[src/rtl/dbg_abs_pkg.sv]
package dbg_abs_pkg;
  localparam int unsigned NUM_MSG  = 4;
  localparam int unsigned MSG_W    = 32;
  localparam int unsigned WIDE_W   = NUM_MSG * MSG_W;

  localparam logic [6:0] ADDR_ACS = 7'h16;
  localparam logic [6:0] ADDR_CMD = 7'h17;
  localparam logic [4:0] ADDR_MSG_HI = 5'b00001;  // 0x04..0x07

  localparam int unsigned CMD_XFER_BIT = 17;
  localparam int unsigned CMD_WR_BIT   = 16;
  localparam int unsigned CMD_SIZE_LSB = 20;
  localparam int unsigned ACS_BUSY_BIT = 12;
  localparam int unsigned ACS_ERR_LSB  = 8;

  typedef enum logic [1:0] {BUS_NOP = 2'd0, BUS_RD = 2'd1, BUS_WR = 2'd2} bus_op_e;

  typedef enum logic [2:0] {
    ERR_NONE  = 3'd0,
    ERR_BUSY  = 3'd1,
    ERR_UNSUP = 3'd2,
    ERR_EXC   = 3'd3,
    ERR_HALT  = 3'd4,
    ERR_BUS   = 3'd5,
    ERR_OTHER = 3'd7
  } cmd_err_e;

  typedef enum logic [1:0] {ACT_HART = 2'd0, ACT_ZERO = 2'd1, ACT_FAIL = 2'd2} act_e;

  typedef struct packed {
    logic        write;
    logic [2:0]  size;
    logic [15:0] regno;
  } acc_cmd_t;
endpackage

[src/rtl/dbg_abs_decode.sv]
module dbg_abs_decode import dbg_abs_pkg::*; #(
  parameter int unsigned XLEN    = 64,
  parameter int unsigned NUM_GPR = 32,
  parameter bit          HAS_FPU = 1'b1
) (
  input  acc_cmd_t         cmd_i,
  output act_e             act_o,
  output cmd_err_e         err_o,
  output logic [XLEN-1:0]  mask_o
);
  localparam logic [2:0] MAX_SIZE = 3'($clog2(XLEN / 8));

  function automatic logic [XLEN-1:0] low_ones(int n);
    logic [XLEN-1:0] r;
    for (int i = 0; i < XLEN; i++) r[i] = (i < n);
    return r;
  endfunction

  logic is_gpr, is_fpr, is_isa, is_trace, size_ok, gpr_missing;

  always_comb begin
    is_gpr      = (cmd_i.regno[15:5] == 11'h080);
    is_fpr      = (cmd_i.regno[15:5] == 11'h081);
    is_isa      = (cmd_i.regno == 16'h0301);
    is_trace    = (cmd_i.regno[15:3] == 13'h1800);
    size_ok     = (cmd_i.size >= 3'd2) && (cmd_i.size <= MAX_SIZE);
    gpr_missing = ({27'd0, cmd_i.regno[4:0]} >= 32'(NUM_GPR));

    act_o  = ACT_HART;
    err_o  = ERR_NONE;
    mask_o = '1;
    if (!size_ok) begin
      act_o = ACT_FAIL;
      err_o = ERR_UNSUP;
    end else if (is_gpr) begin
      if (gpr_missing) begin
        act_o = ACT_FAIL;
        err_o = ERR_EXC;
      end else if (cmd_i.regno[4:0] == 5'd0) begin
        act_o = ACT_ZERO;
      end
    end else if (is_fpr) begin
      if (!HAS_FPU) begin
        act_o = ACT_FAIL;
        err_o = ERR_EXC;
      end
    end else if (is_trace) begin
      if (cmd_i.write) begin
        act_o = ACT_FAIL;
        err_o = ERR_UNSUP;
      end else begin
        unique case (cmd_i.regno[2:0])
          3'd0, 3'd4: mask_o = low_ones(1);
          3'd3:       mask_o = low_ones(2);
          3'd2:       mask_o = low_ones(32);
          default:    mask_o = '1;
        endcase
      end
    end else if (!is_isa) begin
      act_o = ACT_FAIL;
      err_o = ERR_EXC;
    end
  end
endmodule

[src/rtl/dbg_abs_msg.sv]
module dbg_abs_msg import dbg_abs_pkg::*; #(
  parameter int unsigned XLEN = 64
) (
  input  logic                clk_i,
  input  logic                rst_ni,
  input  logic                bus_we_i,
  input  logic [1:0]          bus_idx_i,
  input  logic [MSG_W-1:0]    bus_wdata_i,
  input  logic                ld_en_i,
  input  logic [2:0]          ld_size_i,
  input  logic [XLEN-1:0]     ld_data_i,
  output logic [WIDE_W-1:0]   msg_o
);
  logic [WIDE_W-1:0] ld_wide;
  assign ld_wide = WIDE_W'(ld_data_i);

  for (genvar w = 0; w < NUM_MSG; w++) begin : g_word
    localparam int unsigned MIN_SIZE = (w == 0) ? 2 : (w == 1) ? 3 : 4;
    logic [MSG_W-1:0] word_q;
    logic             covered;

    assign covered = (ld_size_i >= 3'(MIN_SIZE));

    always_ff @(posedge clk_i or negedge rst_ni) begin
      if (!rst_ni)                              word_q <= '0;
      else if (ld_en_i && covered)              word_q <= ld_wide[w*MSG_W +: MSG_W];
      else if (bus_we_i && bus_idx_i == 2'(w))  word_q <= bus_wdata_i;
    end

    assign msg_o[w*MSG_W +: MSG_W] = word_q;
  end
endmodule

[src/rtl/dbg_abs_ctrl.sv]
module dbg_abs_ctrl import dbg_abs_pkg::*; (
  input  logic      clk_i,
  input  logic      rst_ni,
  input  logic      cmd_wr_i,
  input  acc_cmd_t  cmd_i,
  input  logic      xfer_i,
  input  logic      msg_wr_i,
  input  logic      acs_wr_i,
  input  logic [2:0] acs_clr_i,
  input  act_e      act_i,
  input  cmd_err_e  dec_err_i,
  input  logic      hart_ack_i,
  input  logic      hart_err_i,
  output logic      busy_o,
  output logic [2:0] err_o,
  output logic      hart_req_o,
  output acc_cmd_t  cmd_q_o,
  output logic      zero_o,
  output logic      ld_o
);
  logic     busy_q, zero_q;
  logic [2:0] err_q, err_base, err_set, err_d;
  acc_cmd_t cmd_q;
  logic     accept, start, fail, finish;

  always_comb begin
    accept = cmd_wr_i && !busy_q && (err_q == 3'd0) && xfer_i;
    start  = accept && (act_i != ACT_FAIL);
    fail   = accept && (act_i == ACT_FAIL);
    finish = busy_q && (zero_q || hart_ack_i);
    ld_o   = finish && !cmd_q.write && (zero_q || !hart_err_i);

    if (busy_q && (cmd_wr_i || msg_wr_i))                  err_set = ERR_BUSY;
    else if (fail)                                         err_set = dec_err_i;
    else if (busy_q && !zero_q && hart_ack_i && hart_err_i) err_set = ERR_EXC;
    else                                                   err_set = ERR_NONE;

    err_base = err_q & ~(acs_wr_i ? acs_clr_i : 3'b000);
    err_d    = (err_base == 3'd0) ? err_set : err_base;
  end

  always_ff @(posedge clk_i or negedge rst_ni) begin
    if (!rst_ni) begin
      busy_q <= 1'b0;
      zero_q <= 1'b0;
      err_q  <= 3'd0;
      cmd_q  <= '0;
    end else begin
      err_q <= err_d;
      if (start) begin
        busy_q <= 1'b1;
        zero_q <= (act_i == ACT_ZERO);
        cmd_q  <= cmd_i;
      end else if (finish) begin
        busy_q <= 1'b0;
      end
    end
  end

  assign busy_o     = busy_q;
  assign err_o      = err_q;
  assign hart_req_o = busy_q && !zero_q;
  assign cmd_q_o    = cmd_q;
  assign zero_o     = zero_q;
endmodule

[src/rtl/dbg_abs_unit.sv]
module dbg_abs_unit import dbg_abs_pkg::*; #(
  parameter int unsigned XLEN    = 64,
  parameter int unsigned NUM_GPR = 32,
  parameter bit          HAS_FPU = 1'b1
) (
  input  logic            clk_i,
  input  logic            rst_ni,
  input  logic [1:0]      bus_op_i,
  input  logic [6:0]      bus_addr_i,
  input  logic [31:0]     bus_wdata_i,
  output logic [31:0]     bus_rdata_o,
  output logic            hart_req_o,
  output logic            hart_we_o,
  output logic [15:0]     hart_regno_o,
  output logic [2:0]      hart_size_o,
  output logic [XLEN-1:0] hart_wdata_o,
  input  logic            hart_ack_i,
  input  logic            hart_err_i,
  input  logic [XLEN-1:0] hart_rdata_i
);
  logic        wr, msg_hit, cmd_wr, acs_wr, msg_wr;
  logic        busy, zero, ld;
  logic [2:0]  err;
  acc_cmd_t    new_cmd, cmd_q, dec_cmd;
  act_e        act;
  cmd_err_e    dec_err;
  logic [XLEN-1:0]   mask, ld_data;
  logic [WIDE_W-1:0] msg;
  logic [31:0] rd_mux, rdata_q;
  logic        unused_wdata;

  assign wr      = (bus_op_i == BUS_WR);
  assign msg_hit = (bus_addr_i[6:2] == ADDR_MSG_HI);
  assign msg_wr  = wr && msg_hit;
  assign cmd_wr  = wr && (bus_addr_i == ADDR_CMD);
  assign acs_wr  = wr && (bus_addr_i == ADDR_ACS);

  assign new_cmd.write = bus_wdata_i[CMD_WR_BIT];
  assign new_cmd.size  = bus_wdata_i[CMD_SIZE_LSB +: 3];
  assign new_cmd.regno = bus_wdata_i[15:0];
  assign unused_wdata  = ^{bus_wdata_i[31:23], bus_wdata_i[19:18]};

  // one decoder: incoming command when idle, held command (for read mask) when busy
  assign dec_cmd = busy ? cmd_q : new_cmd;

  dbg_abs_decode #(.XLEN(XLEN), .NUM_GPR(NUM_GPR), .HAS_FPU(HAS_FPU)) u_dec (
    .cmd_i  (dec_cmd),
    .act_o  (act),
    .err_o  (dec_err),
    .mask_o (mask)
  );

  dbg_abs_ctrl u_ctrl (
    .clk_i      (clk_i),
    .rst_ni     (rst_ni),
    .cmd_wr_i   (cmd_wr),
    .cmd_i      (new_cmd),
    .xfer_i     (bus_wdata_i[CMD_XFER_BIT]),
    .msg_wr_i   (msg_wr),
    .acs_wr_i   (acs_wr),
    .acs_clr_i  (bus_wdata_i[ACS_ERR_LSB +: 3]),
    .act_i      (act),
    .dec_err_i  (dec_err),
    .hart_ack_i (hart_ack_i),
    .hart_err_i (hart_err_i),
    .busy_o     (busy),
    .err_o      (err),
    .hart_req_o (hart_req_o),
    .cmd_q_o    (cmd_q),
    .zero_o     (zero),
    .ld_o       (ld)
  );

  assign ld_data = zero ? '0 : (hart_rdata_i & mask);

  dbg_abs_msg #(.XLEN(XLEN)) u_msg (
    .clk_i       (clk_i),
    .rst_ni      (rst_ni),
    .bus_we_i    (msg_wr && !busy),
    .bus_idx_i   (bus_addr_i[1:0]),
    .bus_wdata_i (bus_wdata_i),
    .ld_en_i     (ld),
    .ld_size_i   (cmd_q.size),
    .ld_data_i   (ld_data),
    .msg_o       (msg)
  );

  always_comb begin
    rd_mux = '0;
    if (msg_hit) begin
      rd_mux = msg[bus_addr_i[1:0]*MSG_W +: MSG_W];
    end else if (bus_addr_i == ADDR_ACS) begin
      rd_mux[ACS_BUSY_BIT]       = busy;
      rd_mux[ACS_ERR_LSB +: 3]   = err;
    end
  end

  always_ff @(posedge clk_i or negedge rst_ni) begin
    if (!rst_ni)                    rdata_q <= '0;
    else if (bus_op_i == BUS_RD)    rdata_q <= rd_mux;
  end

  assign bus_rdata_o  = rdata_q;
  assign hart_we_o    = cmd_q.write;
  assign hart_regno_o = cmd_q.regno;
  assign hart_size_o  = cmd_q.size;
  assign hart_wdata_o = msg[XLEN-1:0];
endmodule

[config.mk]
export PLATFORM = sky130hd
export DESIGN_NAME = dbg_abs_unit
export DESIGN_NICKNAME = d
export VERILOG_FILES = /design/src/rtl/dbg_abs_pkg.sv /design/src/rtl/dbg_abs_decode.sv /design/src/rtl/dbg_abs_msg.sv /design/src/rtl/dbg_abs_ctrl.sv /design/src/rtl/dbg_abs_unit.sv
export SDC_FILE = /design/constraint.sdc
export NUM_CORES = 1
export LEC_CHECK = 0
export BUFFER_PORTS_ARGS = -buffer_cell sky130_fd_sc_hd__buf_2
export CAP_MARGIN = 25
export CORE_UTILIZATION = 59
export CTS_CLUSTER_SIZE = 14
export DETAILED_ROUTE_END_ITERATION = 8
export PLACE_DENSITY = 0.86
export SLEW_MARGIN = 40
export SYNTH_ARGS = -nofsm -noshare
export SYNTH_HDL_FRONTEND = slang
export SYNTH_SLANG_ARGS = --single-unit
[constraint.sdc]
create_clock -name clk_i -period 5.43 [get_ports clk_i]
set_input_delay 0.2715 -clock clk_i [delete_from_list [all_inputs] [get_ports clk_i]]
set_output_delay 0.2715 -clock clk_i [all_outputs]
set_load 0.01 [all_outputs]
==> out/qor.log, run 1 <==
INFO  timing         timing.final.setup_violations=0
INFO  logic_synthesis synth_commonest_cells=dfrtp_1 (185), nand2_1 (172), o21ai_0 (74)
INFO  route          detail-route-antenna-nets=0
INFO  power          ir_drop=0.252mV
INFO  global_route   global_route.usage.met3=6.56%
INFO  timing         slew_headroom=43.2%
INFO  power          total_power=0.00307W
INFO  logic_synthesis synth_nets=1,041
INFO  power          power_frac_comb=9.5%
INFO  worst_setup_path critical_path.endpoint_type=flop
INFO  logic_synthesis ys_warn_count=0
INFO  logic_synthesis synth_area_leaders=dfrtp_1 (48%), mux4_2 (7.4%), nand2_1 (6.6%)
INFO  floorplanning  die_x=130um
INFO  logic_synthesis synth_largest_area_cell=dfrtp_1
INFO  route          drt_pass1_iterations=5
INFO  timing         fin_ws=1.96ns
INFO  place          place_ws=1.89ns
INFO  global_route   first_global_vias=7,433
INFO  logic_synthesis synth_top_area_share=47.5%
INFO  floorplanning  die_area=17,000um2
INFO  global_route   grt_max_degree=121
INFO  cts            hold_buf_cts=1
INFO  logic_synthesis synth_top_flop_cell=dfrtp_1
INFO  route          drc=0
INFO  timing         min_period=3.47ns
INFO  place          post-place-cells=1,253
INFO  cts            clk_latency=0.44ns
INFO  timing         final-hold-violation-count=0
INFO  cts            numCtsBuffers=17
INFO  cts            clock_tree.root_cell=clkbuf_16
INFO  global_route   grt.busiest_layer=met2
INFO  global_route   fraction_of_met1_tracks_used_by_global_routing=43.0%
INFO  worst_setup_path crit_required=5.72ns
INFO  worst_setup_path critical_path_arrival=3.76ns
INFO  worst_setup_path timing.critical_path.max_delay_family=simple AND/OR/NAND/NOR gates
INFO  route          routed_wire_length=26.2mm
INFO  cts            number_of_buffers_on_the_longest_clock_path=2
INFO  power          internal-power=0.00234W
INFO  timing         slew_viol_final=0
INFO  cts            clock_slew_at_the_register_clock_pins_of_the_worst_setup_and_hold_paths=0.07ns
INFO  status         status=completed
INFO  floorplanning  die_h=130um
INFO  worst_setup_path cpMaxStageDelayCell=and2_2
INFO  worst_setup_path critPathLaunchType=flop
INFO  worst_setup_path ff2ff_path_depth=6
INFO  power          total_leakage_power=5.30nW
INFO  worst_setup_path worst-path-max-fanout=33
INFO  worst_setup_path worst-path-buf-inv=1
INFO  global_route   grt_resource_usage_total=31.7%
INFO  timing         worstMarginPinSlew=0.851ns
INFO  logic_synthesis synthesis.instances=932
INFO  power          switching_share=24.0%
INFO  worst_setup_path series_of_cell_instances_along_the_critical_path=or3b_1 > nor4_1 > and2_2 > nand2b_2 > buf_4 > o221ai_2
INFO  place          place.detailed.hpwl=16.9mm
INFO  cts            cts_tree=done
INFO  logic_synthesis yosys.cell_count.top_type=dfrtp_1
INFO  worst_setup_path max_stage_delay=0.72ns
INFO  timing         tns=0ns
INFO  logic_synthesis synth_async_sr_flop_share=100%
INFO  floorplanning  number_of_rows_created_at_floorplan=46
INFO  floorplanning  core-area=16,000um2
INFO  floorplanning  design.portCount=226
INFO  timing         maximum_clock_skew_at_final_layout=0.0100ns
INFO  place          port_buffers=225
INFO  logic_synthesis total_standard_cell_area_after_synthesis=9740um2
INFO  power          power.switching=0.000739W
INFO  logic_synthesis synth.lib_cells_used.distinct=56
INFO  logic_synthesis syn_area_per_cell=10.4um2
INFO  min_path       timing.hold.worst_path_depth=3
INFO  worst_setup_path regToRegStartpoint=u_ctrl.busy_o
INFO  cts            postCtsResizedCells=0
INFO  place          gp_congestion=0.854
INFO  power          pwr_density_cell=275nW/um2
INFO  worst_setup_path regToRegEndpoint=u_msg.g_word[1].word_q[10]
INFO  global_route   grt_first_pass_wirelength=40.2mm
INFO  route          detail_route.wl_per_cell=20.3um
INFO  final_layout   area_delta_synth_final=14.9%
INFO  global_route   grt_util_met2=50.3%
INFO  min_path       worst_min_delay_path_endpoint=u_msg.g_word[0].word_q[0]
INFO  final_layout   count_of_inserted_antenna_diode_cells=0
INFO  logic_synthesis synth_seq_area_share=47.5%
INFO  cts            clock_tree.htree_level_count=4
INFO  job            max_cap_viol_count=0
INFO  final_layout   final_net_count=1,168
INFO  route          drt-vias-per-instance=6.00
INFO  final_layout   post_route_cells_drive_above_1_share=33.9%
INFO  timing         unrepaired_setup_endpoints_after_global_routing=false
INFO  timing         min_hold_slack=0.0683ns
INFO  worst_setup_path crit_type=flop to flop
INFO  min_path       hold_crit_start=hart_rdata_i[0]
INFO  global_route   grt_remaining_overflow=0
INFO  power          power.share.sequential=48.0%
INFO  route          num_vias=7,727
INFO  logic_synthesis count_of_flip_flops_with_a_built_in_enable_after_synthesis=0
INFO  min_path       timing.hold.worst.class=input port to flop
INFO  floorplanning  starting_density=60.9%
INFO  worst_setup_path ff_to_ff_setup_slack=1.96ns
INFO  timing         layout_worst_path_cycle_share=63.9%
INFO  timing         max_freq=0.288GHz
INFO  final_layout   stdcell_count=1,288
INFO  power          pwr-share-clk=42.5%
INFO  route          dr_iter_0_viols=622
INFO  cts            cts_setup_buffers=0
INFO  logic_synthesis ys_ff_latch=185
INFO  cts            clock-sinks=185
INFO  global_route   antenna_violations_before_repair=0
==> power by group through the flow <==
stage               Sequential [W]  Combinational (W)  Clock, W
finish                     0.00148           0.000294   0.00131
global route               0.00148           0.000324   0.00137
CTS                        0.00147           0.000294   0.00131
detailed placement         0.00150           0.000291         0
global placement           0.00150           0.000281         0
floorplan                  0.00149           0.000192         0
==> worst max-delay path by stage <==
stage | startpoint | to | slack [ns] | depth (start not counted)
after CTS | u_ctrl.busy_o | u_msg.g_word[1].word_q[10] | 1.88 | 6
after floorplan | u_ctrl.busy_o | u_ctrl.cmd_q_o[12] | 3.18 | 7
final | u_ctrl.busy_o | u_msg.g_word[1].word_q[10] | 1.96 | 6
after detailed placement | u_ctrl.busy_o | u_msg.g_word[1].word_q[10] | 1.89 | 6
after global placement | u_ctrl.busy_o | u_msg.g_word[1].word_q[10] | 2.01 | 6
after global routing | u_ctrl.busy_o | u_msg.g_word[1].word_q[10] | 1.82 | 6
==> per-stage QoR <==
stage / utilization (%) / area (um2)
floorplan: - / 9740
global placement: 65.6 / 10500
CTS: 69.6 / 11100
global route: 69.9 / 11200
detailed placement: 65.7 / 10500
finish: 69.9 / 11200
==> layout make-up <==
cell class / count / area (um2)
clock buffer: 22 / 484
clock inverter: 10 / 141
fill: 1208 / 4810
inverter: 73 / 274
multi-input combinational: 542 / 4100
sequential: 185 / 4630
tap: 216 / 270
timing repair buffer: 240 / 1290
==> flip-flops by register name, indices dropped and copies added, names as in the netlist <==
name / cells
u_ctrl.busy_o: 1
u_ctrl.err_o: 3
u_ctrl.zero_o: 1
u_ctrl.cmd_q_o: 20
u_msg.g_word.word_q: 128
bus_rdata_o: 32
==> cell usage in the layout (no fill, tap or decap), types with 4 or more instances in the layout <==
| cell | instances |
|---|---|
| clkbuf_16 | 18 |
| nor2_1 | 7 |
| a22o_1 | 29 |
| clkbuf_8 | 4 |
| mux2i_1 | 34 |
| mux4_2 | 32 |
| nand2_1 | 171 |
| o21ai_0 | 74 |
| dfrtp_1 | 184 |
| o22ai_1 | 34 |
| mux2_4 | 10 |
| nand4_1 | 4 |
| nand2b_1 | 8 |
| nor4_1 | 4 |
| inv_1 | 72 |
| o221ai_2 | 30 |
| buf_4 | 12 |
| nand3_1 | 37 |
| a22oi_1 | 4 |
| nor2b_1 | 8 |
| buf_2 | 223 |
==> worst min-delay path, cell delays in order <==
cell,delay [ns]
buf_2,0.08
nand3_1,0.06
o21ai_0,0.06
==> logic make-up (layout without fill, tap and decap cells) <==
group | Yosys count | in the layout | synth area share [%]
buf+inv | 205 | 345 | 11.0
mux | 78 | 78 | 12.7
flops | 185 | 185 | 47.5
compound gates | 193 | 193 | 15.8
simple gates | 271 | 271 | 13.0
==> routing by layer <==
metal	routed length, um	up-vias
li1	-	3474
met1	10800	3847
met2	12700	362
met3	1880	44
met4	758	0
met5	0	-
(Power assumes the default switching activity.)
==> run 2: changes to the inputs <==
CORE_UTILIZATION = 49   (was 59)
PLACE_DENSITY = 0.77   (was 0.86)
clock period = 2.9 ns   (was 5.43 ns; I/O delays follow)
==> run 2 against run 1 <==
Net effect:
- first-iteration DRC count shrank 0.80%
- sequential power grew 86%
- utilization shrank 8.5 points
- largest power group unchanged
- maximum frequency grew 36%
- largest cell class unchanged
- final cell count grew 9.1%
- global-route usage shrank 3.6 points
==> out/qor.log, run 2 (same netlist as run 1, synthesis figures left out) <==
INFO  worst_setup_path critical_path.endpoint_type=flop
INFO  final_layout   final_net_count=1,236 [+5.8%]
INFO  timing         min_period=2.55ns [-0.922 ns]
INFO  route          detail_route.wl_per_cell=19.7um [-3.2%]
INFO  worst_setup_path critPathLaunchType=flop
INFO  worst_setup_path cpMaxStageDelayCell=or4bb_1
INFO  final_layout   largest_register_ffs=128 [unchanged]
INFO  job            max_cap_viol_count=0 [unchanged]
INFO  timing         min_hold_slack=0.0133ns [-0.0550 ns]
INFO  timing         max_freq=0.393GHz [+36%]
INFO  timing         slew_headroom=57.7% [+15 points]
INFO  min_path       timing.hold.worst.class=input port to flop
INFO  route          dr_iter_0_viols=617 [-0.80%]
INFO  route          drc=0 [unchanged]
INFO  worst_setup_path worst-path-buf-inv=2 [+1]
INFO  cts            number_of_buffers_on_the_longest_clock_path=2 [unchanged]
INFO  power          ir_drop=0.406mV [+61%]
INFO  final_layout   top_register=u_msg.g_word.word_q
INFO  floorplanning  starting_density=50.0% [-11 points]
INFO  worst_setup_path series_of_cell_instances_along_the_critical_path=buf_4 > or4bb_1 > a22oi_2 > nand4_4 > a31oi_4 > buf_12 > mux2_2
INFO  cts            clk_latency=0.43ns [about the same]
INFO  timing         worstMarginPinSlew=0.634ns [-0.218 ns]
INFO  cts            numCtsBuffers=17 [unchanged]
INFO  final_layout   fillers=1,531 [+27%]
INFO  power          pwr-share-clk=43.7% [+1.2 points]
INFO  floorplanning  die_x=143um [+9.6%]
INFO  global_route   grt_remaining_overflow=0 [unchanged]
INFO  cts            clock_slew_at_the_register_clock_pins_of_the_worst_setup_and_hold_paths=0.06ns [about the same]
INFO  place          place_ws=0.387ns [-1.50 ns]
INFO  timing         layout_worst_path_cycle_share=87.8% [+24 points]
INFO  route          num_vias=7,938 [+2.7%]
INFO  timing         unrepaired_setup_endpoints_after_global_routing=false
INFO  floorplanning  design.portCount=226 [unchanged]
INFO  floorplanning  number_of_rows_created_at_floorplan=51 [+11%]
INFO  global_route   grt_max_degree=79 [-35%]
INFO  floorplanning  core-area=19,500um2 [+22%]
INFO  final_layout   count_of_inserted_antenna_diode_cells=0 [unchanged]
INFO  power          power.share.sequential=46.1% [-1.9 points]
INFO  global_route   antenna_violations_before_repair=0 [unchanged]
INFO  floorplanning  die_h=143um [+9.6%]
INFO  place          port_buffers=225 [unchanged]
INFO  route          drt_pass1_iterations=5 [unchanged]
INFO  cts            clock_tree.root_cell=clkbuf_16
INFO  timing         slew_viol_final=0 [unchanged]
INFO  timing         fin_ws=0.355ns [-1.61 ns]
INFO  cts            cts_tree=done
INFO  worst_setup_path max_stage_delay=0.52ns [-0.20 ns]
INFO  power          power_frac_comb=10.2% [+0.7 points]
INFO  worst_setup_path critical_path_arrival=2.85ns [-0.91 ns]
INFO  final_layout   final_core_utilization=61.4% [-8.5 points]
INFO  worst_setup_path ff_to_ff_setup_slack=0.35ns [-1.61 ns]
INFO  timing         tns=0ns [unchanged]
INFO  cts            clock_tree.htree_level_count=4 [unchanged]
INFO  route          routed_wire_length=27.6mm [+5.6%]
INFO  global_route   grt_resource_usage_total=28.1% [-3.6 points]
INFO  timing         timing.final.setup_violations=0 [unchanged]
INFO  timing         final-hold-violation-count=0 [unchanged]
INFO  place          place.detailed.hpwl=18.6mm [+10%]
INFO  route          drt-vias-per-instance=5.65 [-5.8%]
INFO  power          switching_share=23.8% [-0.19 points]
INFO  worst_setup_path timing.critical_path.max_delay_family=simple AND/OR/NAND/NOR gates
INFO  place          gp_congestion=0.878 [+2.8%]
INFO  timing         maximum_clock_skew_at_final_layout=0.0101ns [+0.0000501 ns]
INFO  power          pwr_density_cell=501nW/um2 [+82%]
INFO  worst_setup_path worst-path-max-fanout=22 [-33%]
INFO  floorplanning  die_area=20,400um2 [+20%]
INFO  power          total_leakage_power=5.63nW [+6.1%]
INFO  status         status=completed
INFO  final_layout   mostFrequentLayoutCells=buf_2 (224), dfrtp_1 (185), nand2_1 (171)
INFO  power          power.switching=0.00143W [+93%]
INFO  final_layout   post_route_cells_drive_above_1_share=33.2% [-0.62 points]
INFO  global_route   grt_first_pass_wirelength=43.4mm [+7.8%]
INFO  worst_setup_path crit_required=3.21ns [-2.51 ns]
INFO  cts            postCtsResizedCells=0 [unchanged]
INFO  worst_setup_path crit_type=flop to flop
INFO  route          detail-route-antenna-nets=0 [unchanged]
INFO  final_layout   area_delta_synth_final=22.8%
INFO  cts            cts_setup_buffers=0 [unchanged]
INFO  power          internal-power=0.00456W [+95%]
INFO  final_layout   final_common_cell=buf_2
INFO  global_route   first_global_vias=7,862 [+5.8%]
INFO  cts            clock-sinks=185 [unchanged]
[run 2: changes by cell type in the layout (fill, tap and decap cells not counted), moves of 2 or more]
| cell | previous run | this run |
|---|---|---|
| dlygate4sd3_1 | 1 | 53 |
| bufinv_16 | 3 | 5 |
| buf_12 | 0 | 6 |
| clkinv_4 | 3 | 1 |
| inv_6 | 0 | 4 |
| buf_4 | 12 | 24 |
[run 2: final cells by class]
type	count	area (um2)	area share (%)
clock buffer	19	453	3.79
clock inverter	13	211	1.77
inverter	73	274	2.29
multi-input combinational	542	4090	34.2
sequential	185	4630	38.7
tap	265	332	2.77
timing repair buffer	308	1970	16.4
[run 2: stage by stage]
step	instance area (um2)	power, W	cells
2_1_floorplan	9740	0.00314	932
3_3_place_gp	10800	0.00334	1320
3_5_place_dp	10800	0.00336	1320
4_1_cts	12000	0.00601	1405
5_1_grt	12000	0.00619	1405
6_report	12000	0.00599	1405
[run 2: power groups by stage]
stage               Sequential, W  Combinational, W  Clock, W
finish                    0.00276          0.000612   0.00261
floorplan                 0.00278          0.000359         0
detailed placement        0.00281          0.000556         0
CTS                       0.00276          0.000612   0.00264
global placement          0.00280          0.000539         0
global route              0.00277          0.000675   0.00274
[run 2: worst reg2reg max path, stage by stage, from the launching register on]
cell     delay [ns]
dfrtp_1        0.47
buf_4          0.21
or4bb_1        0.52
a22oi_2        0.20
nand4_4        0.21
a31oi_4        0.26
buf_12         0.21
mux2_2         0.36
[run 2: final timing paths]
| kind | from | end | cells past startpoint |
|---|---|---|---|
| worst max-delay path | u_ctrl.busy_o | u_ctrl.cmd_q_o[0] | 7 |
| worst min-delay path | hart_rdata_i[34] | u_msg.g_word[1].word_q[2] | 3 |
| worst max register to register | u_ctrl.busy_o | u_ctrl.cmd_q_o[0] | 7 |
| worst min register to register | bus_rdata_o[10] | bus_rdata_o[10] | 2 |
| max in group asynchronous | rst_ni | bus_rdata_o[22] | 3 |
| min in group asynchronous | rst_ni | u_msg.g_word[1].word_q[8] | 2 |
[run 2: layer usage]
layer  global-route usage (%)  routed length [um]  vias up
li1                         -                   -     3613
met1                     37.4               11500     3866
met2                     45.5               13200      398
met3                     5.23                2120       61
met4                     11.2                 866        0
met5                        0                   0        -
[run 2: repair_timing]
item	4_1_cts	5_1_grt
hold buffers	53	0
endpoints found under the hold margin	140	0
setup endpoints to repair	0	0
==> run 3: changes to the inputs <==
CORE_MARGIN = 2   (was unset)
CTS_CLUSTER_DIAMETER = 50   (was unset)
==> run 3 against run 2 <==
Net effect:
- non-clock buffer count down 3
- register-to-register slack worse by 0.13 ns
- count of clock-buffer cells in the layout up 4
- design area down 1.1%
- total power down 5.9%
- clock skew up 0.0028 ns
- sequential share of layout area up 0.42 points
- critical path type unchanged
- largest cell class unchanged
==> out/qor.log, run 3 (same netlist as run 1, synthesis figures left out) <==
INFO  timing         maximum_clock_skew_at_final_layout=0.0129ns [+0.00282 ns]
INFO  power          power_frac_comb=10.9% [+0.7 points]
INFO  cts            numCtsBuffers=17 [unchanged]
INFO  power          power.share.sequential=49.1% [+3.0 points]
INFO  cts            cts_tree=done
INFO  floorplanning  design.portCount=226 [unchanged]
INFO  floorplanning  die_h=145um [+1.4%]
INFO  worst_setup_path critical_path_arrival=2.99ns [+0.14 ns]
INFO  route          num_vias=7,988 [+0.63%]
INFO  worst_setup_path cpMaxStageDelayCell=dfrtp_1
INFO  final_layout   final_core_utilization=60.8% [-0.66 points]
INFO  worst_setup_path critical_path.endpoint_type=flop
INFO  floorplanning  core-area=19,500um2 [unchanged]
INFO  timing         max_freq=0.374GHz [-4.8%]
INFO  worst_setup_path crit_type=flop to flop
INFO  global_route   grt_remaining_overflow=0 [unchanged]
INFO  route          detail_route.wl_per_cell=20.1um [+2.1%]
INFO  global_route   antenna_violations_before_repair=0 [unchanged]
INFO  route          drt_pass1_iterations=5 [unchanged]
INFO  route          dr_iter_0_viols=595 [-3.6%]
INFO  timing         slew_headroom=51.2% [-6.6 points]
INFO  worst_setup_path worst-path-max-fanout=22 [unchanged]
INFO  job            max_cap_viol_count=0 [unchanged]
INFO  power          total_power=0.00563W [-5.9%]
INFO  cts            clock_tree.htree_level_count=4 [unchanged]
INFO  timing         slew_viol_final=0 [unchanged]
INFO  worst_setup_path worst-path-buf-inv=2 [unchanged]
INFO  final_layout   fillers=1,578 [+3.1%]
INFO  timing         final-hold-violation-count=0 [unchanged]
INFO  power          internal-power=0.00421W [-7.7%]
INFO  route          drt-vias-per-instance=5.69 [+0.70%]
INFO  cts            clock-sinks=185 [unchanged]
INFO  power          power.switching=0.00142W [-0.22%]
INFO  worst_setup_path timing.critical_path.max_delay_family=simple AND/OR/NAND/NOR gates
INFO  power          total_leakage_power=5.55nW [-1.3%]
INFO  place          place.detailed.hpwl=18.8mm [+1.0%]
INFO  timing         timing.final.setup_violations=0 [unchanged]
INFO  power          pwr-share-clk=40.0% [-3.7 points]
INFO  cts            clock_slew_at_the_register_clock_pins_of_the_worst_setup_and_hold_paths=0.07ns [about the same]
INFO  cts            number_of_buffers_on_the_longest_clock_path=2 [unchanged]
INFO  worst_setup_path max_stage_delay=0.58ns [+0.06 ns]
INFO  final_layout   final_common_cell=buf_2
INFO  floorplanning  die_area=21,000um2 [+2.8%]
INFO  final_layout   post_route_cells_drive_above_1_share=32.9% [-0.35 points]
INFO  route          routed_wire_length=28.2mm [+2.0%]
INFO  place          port_buffers=225 [unchanged]
INFO  timing         unrepaired_setup_endpoints_after_global_routing=false
INFO  global_route   grt_resource_usage_total=27.3% [-0.86 points]
INFO  floorplanning  starting_density=50.0% [unchanged]
INFO  floorplanning  number_of_rows_created_at_floorplan=51 [unchanged]
INFO  route          detail-route-antenna-nets=0 [unchanged]
INFO  route          drc=0 [unchanged]
INFO  final_layout   mostFrequentLayoutCells=buf_2 (224), dfrtp_1 (185), nand2_1 (171)
INFO  final_layout   largest_register_ffs=128 [unchanged]
INFO  floorplanning  die_x=145um [+1.4%]
INFO  final_layout   final_net_count=1,233 [-0.24%]
INFO  worst_setup_path critPathLaunchType=flop
INFO  global_route   first_global_vias=7,942 [+1.0%]
INFO  power          switching_share=25.3% [+1.4 points]
INFO  final_layout   top_register=u_msg.g_word.word_q
INFO  timing         worstMarginPinSlew=0.732ns [+0.0983 ns]
INFO  timing         min_period=2.67ns [+0.128 ns]
INFO  status         status=completed
INFO  power          pwr_density_cell=476nW/um2 [-4.9%]
INFO  timing         layout_worst_path_cycle_share=92.2% [+4.4 points]
INFO  worst_setup_path crit_required=3.22ns [about the same]
INFO  cts            cts_setup_buffers=0 [unchanged]
INFO  place          gp_congestion=0.850 [-3.1%]
INFO  cts            clock_tree.root_cell=clkbuf_16
INFO  final_layout   area_delta_synth_final=21.5%
INFO  timing         tns=0ns [unchanged]
INFO  global_route   grt_max_degree=83 [+5.1%]
INFO  worst_setup_path series_of_cell_instances_along_the_critical_path=buf_4 > or4_1 > o22ai_1 > nand4_1 > a31oi_4 > buf_12 > mux2_2
INFO  min_path       timing.hold.worst.class=input port to flop
INFO  global_route   grt_first_pass_wirelength=45.2mm [+4.2%]
INFO  power          ir_drop=0.418mV [+3.1%]
INFO  cts            clk_latency=0.44ns [about the same]
## run 3: changes by cell type in the layout (fill, tap and decap cells not counted), sizes merged, moves of 2 or more
cell / change
inv: -2
bufinv: -4
dlygate4sd3: -2
diode: +2
clkbuf: +4
clkinvlp: +3
## run 3: final timing paths
path,startpoint,end,slack [ns],cells after the start
setup reg to reg,u_ctrl.busy_o,u_ctrl.cmd_q_o[16],0.23,7
min in group asynchronous,rst_ni,bus_rdata_o[7],0.34,2
hold / removal,hart_rdata_i[55],u_msg.g_word[1].word_q[23],0.004,3
max in group asynchronous,rst_ni,bus_rdata_o[14],1.70,3
hold reg to reg,bus_rdata_o[9],bus_rdata_o[9],0.48,2
setup / recovery,u_ctrl.busy_o,u_ctrl.cmd_q_o[16],0.23,7
## run 3: layout make-up
cell class	count	area, um2	share of cell area (%)
clock inverters	9	91.3	0.772
inverters	73	274	2.32
well taps	265	332	2.80
diodes	2	5.00	0.0423
clock buffers	23	468	3.96
flip-flops and latches	185	4630	39.1
repair buffers	305	1940	16.4
multi-input cells	542	4090	34.6
## run 3: what timing repair did
item,4_1_cts,5_1_grt
hold buffers,51,0
endpoints found under the hold margin,140,0
resized for setup,0,0
## run 3: stage by stage
step / setup WS (ns) / cells / instance area, um2 / hold WS (ns)
6_report: 0.227 / 1404 / 11800 / 0.00432
5_1_grt: 0.126 / 1402 / 11800 / 0.00465
4_1_cts: 0.245 / 1402 / 11800 / 0.000747
3_5_place_dp: 0.255 / 1319 / 10800 / 0.245
3_3_place_gp: 0.303 / 1319 / 10800 / 0.241
2_1_floorplan: 0.648 / 932 / 9740 / -0.151
## run 3: metal layers
layer | up-vias | part of all wire [%] | global-route usage, %
met2 | 393 | 48 | 44.2
met1 | 3941 | 41 | 36.7
met4 | 0 | 2.3 | 8.96
met5 | - | 0 | 0
li1 | 3603 | - | -
met3 | 51 | 8.0 | 5.91
## run 3: power groups by stage
stage | logic, W | clock network, W | registers (W)
2_1_floorplan | 0.000359 | 0 | 0.00278
3_3_place_gp | 0.000543 | 0 | 0.00280
3_5_place_dp | 0.000559 | 0 | 0.00281
4_1_cts | 0.000614 | 0.00228 | 0.00276
5_1_grt | 0.000671 | 0.00240 | 0.00277
6_report | 0.000614 | 0.00226 | 0.00276
## run 3: worst register-to-register path: cells and delay by family (launching register included)
family | cells | cell delay, ns
muxes | 1 | 0.36
AOI/OAI and AO/OA | 2 | 0.41
buffers and inverters | 2 | 0.49
DFF | 1 | 0.58
and+or+nand+nor | 2 | 0.74
